[config.mk]
export PLATFORM = sky130hd
export DESIGN_NAME = pk_word_packer
export DESIGN_NICKNAME = d
export VERILOG_FILES = /design/src/rtl/pk_types_pkg.sv /design/src/rtl/pk_lane_extract.sv /design/src/rtl/pk_lane_ctrl.sv /design/src/rtl/pk_pack_acc.sv /design/src/rtl/pk_word_packer.sv
export SDC_FILE = /design/constraint.sdc
export NUM_CORES = 1
export LEC_CHECK = 0
export ABC_AREA = 1
export CORE_MARGIN = 5
export CORE_UTILIZATION = 40
export CTS_BUF_LIST = sky130_fd_sc_hd__clkbuf_4
export CTS_CLUSTER_SIZE = 8
export DETAILED_ROUTE_END_ITERATION = 16
export GPL_ROUTABILITY_DRIVEN = 0
export PLACE_DENSITY = 0.69
export SLEW_MARGIN = 20
export SYNTH_ARGS = -nofsm -noshare
export SYNTH_HDL_FRONTEND = slang
export SYNTH_SLANG_ARGS = --single-unit
export TNS_END_PERCENT = 10
[constraint.sdc]
create_clock -name clk -period 4.25 [get_ports clk]
set_input_delay 1.275 -clock clk [delete_from_list [all_inputs] [get_ports clk]]
set_output_delay 1.275 -clock clk [all_outputs]
set_load 0.1 [all_outputs]
[src/rtl/pk_types_pkg.sv]
package pk_types_pkg;

    localparam int unsigned WORD_W     = 32;
    localparam int unsigned LANE_IDX_W = 2;
    localparam int unsigned LANE_CNT_W = 3;

    typedef enum logic [1:0] {
        FMT_NONE = 2'b00,
        FMT_2X16 = 2'b01,
        FMT_3X10 = 2'b10,
        FMT_4X8  = 2'b11
    } pk_fmt_e;

    typedef enum logic [2:0] {
        ST_IDLE,
        ST_FETCH,
        ST_EMIT,
        ST_COLLECT,
        ST_FLUSH,
        ST_FINISH
    } pk_state_e;

    // Number of values per memory word for a format.
    function automatic logic [LANE_CNT_W-1:0] lanes_of(input pk_fmt_e f);
        logic [LANE_CNT_W-1:0] n;
        unique case (f)
            FMT_NONE: n = 3'd1;
            FMT_2X16: n = 3'd2;
            FMT_3X10: n = 3'd3;
            FMT_4X8:  n = 3'd4;
        endcase
        return n;
    endfunction

    // Width in bits of one lane.
    function automatic logic [5:0] width_of(input pk_fmt_e f);
        logic [5:0] w;
        unique case (f)
            FMT_NONE: w = 6'd32;
            FMT_2X16: w = 6'd16;
            FMT_3X10: w = 6'd10;
            FMT_4X8:  w = 6'd8;
        endcase
        return w;
    endfunction

    // Mask of the bits one lane keeps, aligned at bit 0.
    function automatic logic [WORD_W-1:0] lane_mask(input pk_fmt_e f);
        logic [WORD_W-1:0] m;
        unique case (f)
            FMT_NONE: m = '1;
            FMT_2X16: m = 32'h0000_FFFF;
            FMT_3X10: m = 32'h0000_03FF;
            FMT_4X8:  m = 32'h0000_00FF;
        endcase
        return m;
    endfunction

    // Bit offset of a lane: lane 0 is least significant.
    function automatic logic [4:0] shift_of(input pk_fmt_e f,
                                            input logic [LANE_IDX_W-1:0] lane);
        logic [7:0] p;
        p = 8'(width_of(f)) * 8'(lane);
        return p[4:0];
    endfunction

endpackage

[src/rtl/pk_lane_extract.sv]
module pk_lane_extract
    import pk_types_pkg::*;
(
    input  logic [WORD_W-1:0]     word_i,
    input  pk_fmt_e               fmt_i,
    input  logic [LANE_IDX_W-1:0] lane_i,
    output logic [WORD_W-1:0]     value_o
);

    logic [WORD_W-1:0] shifted;

    always_comb begin
        shifted = word_i >> shift_of(fmt_i, lane_i);
        value_o = shifted & lane_mask(fmt_i);
    end

endmodule

[src/rtl/pk_lane_ctrl.sv]
module pk_lane_ctrl
    import pk_types_pkg::*;
#(
    parameter int unsigned CNT_W = 16
)(
    input  logic                  clk,
    input  logic                  rst,
    input  logic                  load_i,
    input  logic [CNT_W-1:0]      count_i,
    input  logic                  step_i,
    input  logic [LANE_CNT_W-1:0] lanes_i,
    output logic [LANE_IDX_W-1:0] lane_o,
    output logic [CNT_W-1:0]      rem_o,
    output logic                  last_val_o,
    output logic                  last_lane_o,
    output logic                  rem_zero_o
);

    always_ff @(posedge clk) begin
        if (rst) begin
            lane_o <= '0;
            rem_o  <= '0;
        end else if (load_i) begin
            lane_o <= '0;
            rem_o  <= count_i;
        end else if (step_i) begin
            rem_o  <= rem_o - CNT_W'(1);
            lane_o <= last_lane_o ? '0 : lane_o + LANE_IDX_W'(1);
        end
    end

    assign last_val_o  = (rem_o == CNT_W'(1));
    assign rem_zero_o  = (rem_o == '0);
    assign last_lane_o = ({1'b0, lane_o} == (lanes_i - LANE_CNT_W'(1)));

endmodule

[src/rtl/pk_pack_acc.sv]
module pk_pack_acc
    import pk_types_pkg::*;
(
    input  logic                  clk,
    input  logic                  rst,
    input  logic                  clr_i,
    input  logic                  add_i,
    input  pk_fmt_e               fmt_i,
    input  logic [LANE_IDX_W-1:0] lane_i,
    input  logic [WORD_W-1:0]     din_i,
    output logic [WORD_W-1:0]     acc_o
);

    logic [WORD_W-1:0] placed;

    always_comb begin
        placed = (din_i & lane_mask(fmt_i)) << shift_of(fmt_i, lane_i);
    end

    always_ff @(posedge clk) begin
        if (rst || clr_i) begin
            acc_o <= '0;
        end else if (add_i) begin
            acc_o <= acc_o | placed;
        end
    end

endmodule

[src/rtl/pk_word_packer.sv]
module pk_word_packer
    import pk_types_pkg::*;
#(
    parameter int unsigned CNT_W = 16
)(
    input  logic              clk,
    input  logic              rst,
    input  logic              start_i,
    input  logic              dir_i,
    input  logic [1:0]        fmt_i,
    input  logic [CNT_W-1:0]  count_i,
    output logic              busy_o,
    output logic              done_o,
    input  logic              mem_rd_valid_i,
    input  logic [WORD_W-1:0] mem_rd_data_i,
    output logic              mem_rd_ready_o,
    output logic              tgt_out_valid_o,
    output logic [WORD_W-1:0] tgt_out_data_o,
    input  logic              tgt_out_ready_i,
    input  logic              tgt_in_valid_i,
    input  logic [WORD_W-1:0] tgt_in_data_i,
    output logic              tgt_in_ready_o,
    output logic              mem_wr_valid_o,
    output logic [WORD_W-1:0] mem_wr_data_o,
    input  logic              mem_wr_ready_i
);

    pk_state_e             state_q, state_d;
    pk_fmt_e               fmt_q;
    logic [WORD_W-1:0]     hold_q;
    logic [WORD_W-1:0]     acc_q;
    logic [WORD_W-1:0]     lane_val;
    logic [LANE_IDX_W-1:0] lane_q;
    logic [CNT_W-1:0]      rem_q;
    logic                  last_val, last_lane, rem_zero;
    logic                  start_ok, fetch_acc, emit_acc, take_acc, flush_acc;

    // Handshake events, qualified by state.
    assign start_ok  = (state_q == ST_IDLE)    && start_i;
    assign fetch_acc = (state_q == ST_FETCH)   && mem_rd_valid_i;
    assign emit_acc  = (state_q == ST_EMIT)    && tgt_out_ready_i;
    assign take_acc  = (state_q == ST_COLLECT) && tgt_in_valid_i;
    assign flush_acc = (state_q == ST_FLUSH)   && mem_wr_ready_i;

    pk_lane_ctrl #(.CNT_W(CNT_W)) lane_ctrl_i (
        .clk         (clk),
        .rst         (rst),
        .load_i      (start_ok),
        .count_i     (count_i),
        .step_i      (emit_acc || take_acc),
        .lanes_i     (lanes_of(fmt_q)),
        .lane_o      (lane_q),
        .rem_o       (rem_q),
        .last_val_o  (last_val),
        .last_lane_o (last_lane),
        .rem_zero_o  (rem_zero)
    );

    pk_lane_extract extract_i (
        .word_i  (hold_q),
        .fmt_i   (fmt_q),
        .lane_i  (lane_q),
        .value_o (lane_val)
    );

    pk_pack_acc pack_i (
        .clk    (clk),
        .rst    (rst),
        .clr_i  (start_ok || flush_acc),
        .add_i  (take_acc),
        .fmt_i  (fmt_q),
        .lane_i (lane_q),
        .din_i  (tgt_in_data_i),
        .acc_o  (acc_q)
    );

    // Next-state logic.
    always_comb begin
        state_d = state_q;
        unique case (state_q)
            ST_IDLE: begin
                if (start_i) begin
                    if (count_i == '0)  state_d = ST_FINISH;
                    else if (dir_i)     state_d = ST_COLLECT;
                    else                state_d = ST_FETCH;
                end
            end
            ST_FETCH: begin
                if (mem_rd_valid_i) state_d = ST_EMIT;
            end
            ST_EMIT: begin
                if (tgt_out_ready_i) begin
                    if (last_val)       state_d = ST_FINISH;
                    else if (last_lane) state_d = ST_FETCH;
                end
            end
            ST_COLLECT: begin
                if (tgt_in_valid_i && (last_val || last_lane)) state_d = ST_FLUSH;
            end
            ST_FLUSH: begin
                if (mem_wr_ready_i) state_d = rem_zero ? ST_FINISH : ST_COLLECT;
            end
            ST_FINISH: state_d = ST_IDLE;
            default:   state_d = ST_IDLE;
        endcase
    end

    // State register.
    always_ff @(posedge clk) begin
        if (rst) state_q <= ST_IDLE;
        else     state_q <= state_d;
    end

    // Transfer-scoped datapath registers.
    always_ff @(posedge clk) begin
        if (rst) begin
            fmt_q  <= FMT_NONE;
            hold_q <= '0;
        end else begin
            if (start_ok)  fmt_q  <= pk_fmt_e'(fmt_i);
            if (fetch_acc) hold_q <= mem_rd_data_i;
        end
    end

    // Outputs decoded from state.
    always_comb begin
        busy_o          = (state_q != ST_IDLE);
        done_o          = (state_q == ST_FINISH);
        mem_rd_ready_o  = (state_q == ST_FETCH);
        tgt_out_valid_o = (state_q == ST_EMIT);
        tgt_in_ready_o  = (state_q == ST_COLLECT);
        mem_wr_valid_o  = (state_q == ST_FLUSH);
        tgt_out_data_o  = lane_val;
        mem_wr_data_o   = acc_q;
    end

endmodule

== Word level (Yosys, flattened, before mapping) ==
Cells that the tools add are included.
Storage, ports and cells
  flip-flop bits (word level): 87
  logic and storage cells: 66
  input port bits: 90
  output and inout port bits: 70
Operators by class
  shift-type cells: 2
  muxes and demuxes: 17
  add/subtract/negate cells: 3
  eq/ne operators: 16
  reduce and logical (&&, ||, !) cells: 18
  bitwise logic cells: 3
  $mul: 1
Operator list (number)
  $pmux 32 s4: 1
  $and 32x32->32: 2
  $logic_not 16->1: 2
  $mux 16: 2
  $or 32x32->32: 1
  $shl 32x5->32: 1
  $shr 32x5->32: 1
  $mux 3: 9
  $pmux 6 s4: 1
  $eq 16x1->1 const B: 1
  $sub 16x1->16 const B: 1
  $pmux 3 s5: 1
  $pmux 3 s4: 1
  $eq 3x2->1 const B: 2
  $eq 3x3->1 const B: 2
  $logic_and 1x1->1: 6
  $mul 6x2->5: 1
  $ne 2x1->1 const B: 3
  $reduce_and 6->1: 1
  $eq 2x2->1 const B: 2
  $logic_or 1x1->1: 4
  $mux 2: 2
  $ne 2x2->1 const B: 2
  $eq 2x3->1: 1
  10 further kinds: 10

== Depth between registers and ports, before layout ==
  word-level depth: 8
  gate-level depth with buffers: 11
  mapped depth without buffers: 11

== Hierarchy ==
Synthesis repeated with hierarchy kept, for this count alone.
Unflattened totals
  cell total of the unflattened synthesis: 1008
  area, all modules: 6195.9 µm²
Modules (own cells, without submodules)
  pk_pack_acc: cells an instance 266, area each 1838.0 µm², times used 1
  pk_word_packer: cells an instance 228, area each 1612.8 µm², times used 1
  pk_lane_extract: cells an instance 326, area each 1525.2 µm², times used 1
  pk_lane_ctrl: cells an instance 188, area each 1219.9 µm², times used 1

== Worst setup path after synthesis ==
Ideal clock, no wire load.
  path type: reg2out
  start: register fmt_q[0]
  end: output port tgt_out_data_o[30]
  setup slack: -115 ps
  stages on the path, launching flop included: 7
  data arrival time: 3090 ps
  path through: dfxtp_1 inv_2 nand3_2 inv_2 buf_2 buf_6 nor3_1
Between the ends
  word-level cells in the longest chain between the ends: 5
  elaborated cells on any way between the ends: 9
  those cells by class: mul (1); eq/ne (3); shift (1); mux (2); bitwise (1); reduce/logical (1)
Ends and longest elaborated chain
  start, declared: RTL line pk_word_packer.sv:29  | pk_fmt_e fmt_q;
  start signal, assigned: RTL line pk_word_packer.sv:120  | if (start_ok) fmt_q <= pk_fmt_e'(fmt_i);
  $eq 2x2->1, or another cell as far along: RTL line pk_types_pkg.sv:38, pk_types_pkg.sv:50
  $pmux 6 s4: RTL line pk_types_pkg.sv:38  | unique case (f)
  $mul 6x2->5: RTL line pk_types_pkg.sv:63  | p = 8'(width_of(f)) * 8'(lane);
  $shr 32x5->32: RTL line pk_lane_extract.sv:13  | shifted = word_i >> shift_of(fmt_i, lane_i);
  $and 32x32->32 (*): RTL line pk_lane_extract.sv:14  | value_o = shifted & lane_mask(fmt_i);
  end, declared: RTL line pk_word_packer.sv:18  | output logic [WORD_W-1:0] tgt_out_data_o,
Mark *: on every way between the ends. The rest lies on a longest branch, timed or not. The select of a mux whose other input is x is not followed.

== Final worst setup path ==
  start: register fmt_q[1]
  end: output port tgt_out_data_o[6]
Between the ends
  word-level cells in the longest chain between the ends: 5
  elaborated cells on any way between the ends: 8
  those cells by class: mul (1); eq/ne (3); shift (1); mux (1); bitwise (1); reduce/logical (1)
Ends and longest elaborated chain (RTL line)
  $eq 2x2->1, or another cell as far along: pk_types_pkg.sv:38
  $pmux 6 s4 (*): pk_types_pkg.sv:38
  $mul 6x2->5 (*): pk_types_pkg.sv:63
  $shr 32x5->32 (*): pk_lane_extract.sv:13
  $and 32x32->32 (*): pk_lane_extract.sv:14
Marks and branches as above.

==> flow_results.xml <==
<?xml version="1.0" encoding="UTF-8"?>
<metrics>
  <group name="run_status">
    <metric name="status" unit="">finished, final reports clean</metric>
  </group>
  <group name="worst_setup_path">
    <metric name="critical_path_class" unit="">register to output port</metric>
    <metric name="critPathSlowestCell" unit="">sky130_fd_sc_hd__dfxtp_2</metric>
    <metric name="kind_of_end_point_of_the_critical_path" unit="">output port</metric>
    <metric name="cp_top_family" unit="">buffers and inverters</metric>
    <metric name="rr_startpoint" unit="">fmt_q[1]$_SDFFE_PP0P_</metric>
    <metric name="cp_max_fo" unit="">27</metric>
    <metric name="worstPathArrival" unit="ns">2.67</metric>
    <metric name="ff2ff_path_depth" unit="">10</metric>
    <metric name="worst_path_largest_cell_delay" unit="ns">0.43</metric>
    <metric name="worstReg2RegEnd" unit="">pack_i.acc_o[19]$_SDFFE_PP0P_</metric>
    <metric name="ff2ff_setup_slack" unit="ns">1.96</metric>
    <metric name="path_buf_inv" unit="">4</metric>
    <metric name="setup.worst_path.start_class" unit="">register</metric>
    <metric name="crit_required" unit="ns">2.97</metric>
    <metric name="crit_chain" unit="">nand2_2 -&gt; buf_4 -&gt; clkinvlp_4 -&gt; buf_4 -&gt; o21ai_0 -&gt; o21ai_0 -&gt; a21oi_1 -&gt; buf_12</metric>
  </group>
  <group name="sta">
    <metric name="fin_crit" unit="ns">3.95</metric>
    <metric name="timing.hold.ws" unit="ns">0.458</metric>
    <metric name="worst_clock_skew" unit="ns">0.0162</metric>
    <metric name="fin_crit_sh" unit="%">92.8</metric>
    <metric name="setup_repair_after_global_routing_missed_its_margin" unit="">false</metric>
    <metric name="finalSetupViolCount" unit="">0</metric>
    <metric name="max_slew.worst_pin.slew" unit="ns">1.03</metric>
    <metric name="final-max-slew-violation-count" unit="">0</metric>
    <metric name="clock.fmax" unit="GHz">0.253</metric>
    <metric name="maxSlewHeadroom" unit="%">31.1</metric>
    <metric name="hold_viol" unit="">0</metric>
  </group>
  <group name="logic_synthesis">
    <metric name="async_flop_share" unit="%">0</metric>
    <metric name="synth.net_count" unit="">977</metric>
    <metric name="synth_area_per_cell" unit="um2">6.14</metric>
    <metric name="yosysWarnings" unit="">0</metric>
    <metric name="synth-adder-area-share" unit="%">0.692</metric>
    <metric name="synth_cell_area" unit="um2">5430</metric>
    <metric name="synth_largest_type_area_fraction" unit="%">32.1</metric>
    <metric name="post_synth_and_or_nand_nor_area_fraction" unit="%">33.7</metric>
    <metric name="main_combinational_cell_family_by_area_after_synthesis" unit="">simple AND/OR/NAND/NOR gates</metric>
    <metric name="synth_largest_area_cell" unit="">sky130_fd_sc_hd__dfxtp_1</metric>
    <metric name="ys.flop_type" unit="">sky130_fd_sc_hd__dfxtp_1</metric>
    <metric name="synthMuxAreaShare" unit="%">0</metric>
    <metric name="post-synth-top-count-cell" unit="">sky130_fd_sc_hd__nand2_1</metric>
    <metric name="post_synth_xor_area_fraction" unit="%">1.45</metric>
    <metric name="post_synth_most_frequent_cells" unit="">sky130_fd_sc_hd__nand2_1, sky130_fd_sc_hd__nor2_1, sky130_fd_sc_hd__dfxtp_1</metric>
    <metric name="ys_seq_elements" unit="">87</metric>
    <metric name="synth_edf_count" unit="">0</metric>
    <metric name="synth_sequential_area_ratio" unit="%">32.1</metric>
    <metric name="synth.lib_cells_used.distinct" unit="">40</metric>
    <metric name="synth_compound_area_share" unit="%">21.9</metric>
    <metric name="postSynthCellCount" unit="">884</metric>
    <metric name="synth.top_cells.by_area" unit="">sky130_fd_sc_hd__dfxtp_1, sky130_fd_sc_hd__nand2_1, sky130_fd_sc_hd__o21ai_0</metric>
  </group>
  <group name="job">
    <metric name="maxCapViolations" unit="">0</metric>
  </group>
  <group name="clock_network">
    <metric name="cts.htree.levels" unit="">3</metric>
    <metric name="root_buffer" unit="">sky130_fd_sc_hd__clkbuf_4</metric>
    <metric name="tritoncts" unit="">built</metric>
    <metric name="cts_buffers" unit="">9</metric>
    <metric name="clock_sink_count" unit="">87</metric>
    <metric name="worst_skew_pair.late_latency" unit="ns">0.46</metric>
    <metric name="cts-root-to-sink-buffers" unit="">2</metric>
    <metric name="clk_transition_reported_paths" unit="ns">0.15</metric>
  </group>
  <group name="global_route">
    <metric name="grt_use_total" unit="%">22.4</metric>
    <metric name="grt_pass1_vias" unit="">5870</metric>
    <metric name="grt.met3_usage" unit="%">5.13</metric>
    <metric name="grt_pass1_wl" unit="um">29100</metric>
    <metric name="antenna_violations_before_repair" unit="">0</metric>
    <metric name="grt-busiest-layer" unit="">met2</metric>
    <metric name="grt_start_max_net_pins" unit="">49</metric>
    <metric name="groute.layer.met2.usage" unit="%">37.4</metric>
    <metric name="global_route.usage.met1" unit="%">27.8</metric>
    <metric name="gr-total-overflow" unit="">0</metric>
  </group>
  <group name="route">
    <metric name="detail_route.wl_per_cell" unit="um">15.3</metric>
    <metric name="antenna_left" unit="">0</metric>
    <metric name="wirelength" unit="um">18500</metric>
    <metric name="drc" unit="">0</metric>
    <metric name="first_pass_iters" unit="">5</metric>
    <metric name="num_vias" unit="">6215</metric>
    <metric name="number_of_vias_per_cell_after_detailed_routing" unit="">5.16</metric>
    <metric name="drt_iter0_drc" unit="">496</metric>
  </group>
  <group name="pwr">
    <metric name="static_leak" unit="nW">3.13</metric>
    <metric name="power_density" unit="nW/um2">578</metric>
    <metric name="peakVddDrop" unit="mV">0.417</metric>
  </group>
  <group name="final_layout">
    <metric name="utilization" unit="%">57.0</metric>
    <metric name="number_of_fill_cells_in_the_layout" unit="">1349</metric>
    <metric name="drive_gt1_share" unit="%">9.92</metric>
    <metric name="area_used_by_multi_input_combinational_logic" unit="um2">3150</metric>
    <metric name="fin_area" unit="um2">7580</metric>
    <metric name="seq_area" unit="um2">1750</metric>
    <metric name="diode_insertion_count_for_antenna_repair" unit="">0</metric>
    <metric name="area_growth" unit="%">39.8</metric>
    <metric name="finalNetCount" unit="">1117</metric>
  </group>
  <group name="hold_path">
    <metric name="timing.hold.worst.class" unit="">register to register</metric>
    <metric name="worst_hold_path_cell_count" unit="">2</metric>
    <metric name="min_from" unit="">pack_i.acc_o[8]$_SDFFE_PP0P_</metric>
    <metric name="timing.hold.worst_endpoint" unit="">pack_i.acc_o[8]$_SDFFE_PP0P_</metric>
  </group>
  <group name="placement">
    <metric name="number_of_buffers_added_on_ports" unit="">159</metric>
    <metric name="dp_hpwl" unit="um">13900</metric>
    <metric name="placedInstanceArea" unit="um2">7400</metric>
  </group>
  <group name="floorplanning">
    <metric name="start_util" unit="%">40.8</metric>
    <metric name="floorplan.die.width" unit="um">126</metric>
    <metric name="floorplan.core_area" unit="um2">13300</metric>
    <metric name="fp-row-count" unit="">42</metric>
    <metric name="fp.dieArea" unit="um2">16000</metric>
    <metric name="floorplan.die.height" unit="um">126</metric>
    <metric name="ioPinCount" unit="">160</metric>
  </group>
</metrics>
-- through the flow --
step	power, W	setup slack, ns	setup TNS, ns	instances
finish	0.00438	0.304	0	1204
floorplan	0.00304	-0.115	-0.230	884
global placement	0.00388	0.653	0	1186
CTS	0.00440	0.0211	0	1201
detailed placement	0.00389	0.521	0	1186
global route	0.00468	0.133	0	1204
-- cells by family (layout without fill, tap and decap cells) --
logic type	after synthesis	count (layout)
flip-flops	87	87
adder cells (fa/ha/maj)	3	3
buffers and inverters	126	269
XOR/XNOR	9	9
AND/OR/NAND/NOR	438	439
AO/OA/AOI/OAI	221	221
-- worst max path at each step --
stage                                       start            endpoint  cells past startpoint
3_3_place_gp                fmt_q[1]$_SDFFE_PP0P_   tgt_out_data_o[0]                      9
5_1_grt        lane_ctrl_i.lane_o[0]$_SDFFE_PP0P_   tgt_out_data_o[0]                      9
2_1_floorplan               fmt_q[0]$_SDFFE_PP0P_  tgt_out_data_o[30]                      6
6_report                    fmt_q[1]$_SDFFE_PP0P_   tgt_out_data_o[6]                      8
4_1_cts                     fmt_q[1]$_SDFFE_PP0P_   tgt_out_data_o[0]                      9
3_5_place_dp                fmt_q[1]$_SDFFE_PP0P_   tgt_out_data_o[7]                      7
-- worst min-delay path: stages (launching register included) --
cell and delay (ns):
sky130_fd_sc_hd__dfxtp_1 0.34, sky130_fd_sc_hd__inv_1 0.04, sky130_fd_sc_hd__a21oi_1 0.05
-- cell usage in the layout (no fill, tap or decap), types with 7 or more instances in the layout --
cell type / n
sky130_fd_sc_hd__a31oi_1: 18
sky130_fd_sc_hd__o21ai_1: 22
sky130_fd_sc_hd__nand2_1: 234
sky130_fd_sc_hd__buf_12: 32
sky130_fd_sc_hd__nor3_1: 7
sky130_fd_sc_hd__inv_1: 68
sky130_fd_sc_hd__xor2_1: 8
sky130_fd_sc_hd__clkbuf_4: 9
sky130_fd_sc_hd__nand4_1: 15
sky130_fd_sc_hd__inv_2: 7
sky130_fd_sc_hd__nor2_1: 110
sky130_fd_sc_hd__a21oi_1: 75
sky130_fd_sc_hd__o21ai_0: 84
sky130_fd_sc_hd__nand3_1: 55
sky130_fd_sc_hd__dfxtp_1: 84
sky130_fd_sc_hd__buf_4: 25
sky130_fd_sc_hd__clkdlybuf4s50_1: 121
-- state kept, by name (all words and copies together), names as in the netlist --
name,count
fmt_q,2
hold_q,32
lane_ctrl_i.lane_o,2
lane_ctrl_i.rem_o,16
pack_i.acc_o,32
state_q,3
-- what timing repair did --
item / in CTS / in global routing
setup endpoints to repair: 1 / 25
buffers inserted: 0 / 2
resized for setup: 1 / 6
cloned: 0 / 1
pin swaps: 0 / 1
hold buffers: 0 / 0
-- report_power, final --
part | switching [W] | internal (W)
registers | 0.000139 | 0.000972
logic | 0.00189 | 0.000885
clock network | 0.000316 | 0.000180
total | 0.00234 | 0.00204
-- routing by layer --
| layer | vias up | routed length (um) |
|---|---|---|
| met5 | - | 0 |
| met4 | 0 | 635 |
| met3 | 42 | 1200 |
| met2 | 232 | 8720 |
| met1 | 2745 | 7890 |
| li1 | 3196 | - |
-- final cells by class --
| class | instances | share of cell area, % |
|---|---|---|
| Inverter | 76 | 3.81 |
| Sequential cell | 87 | 23.0 |
| Multi-Input combinational cell | 672 | 41.6 |
| Tap cell | 176 | 2.90 |
| Clock buffer | 9 | 0.891 |
| Clock inverter | 6 | 0.940 |
| Timing Repair Buffer | 178 | 26.9 |
(Power assumes the default switching activity.)
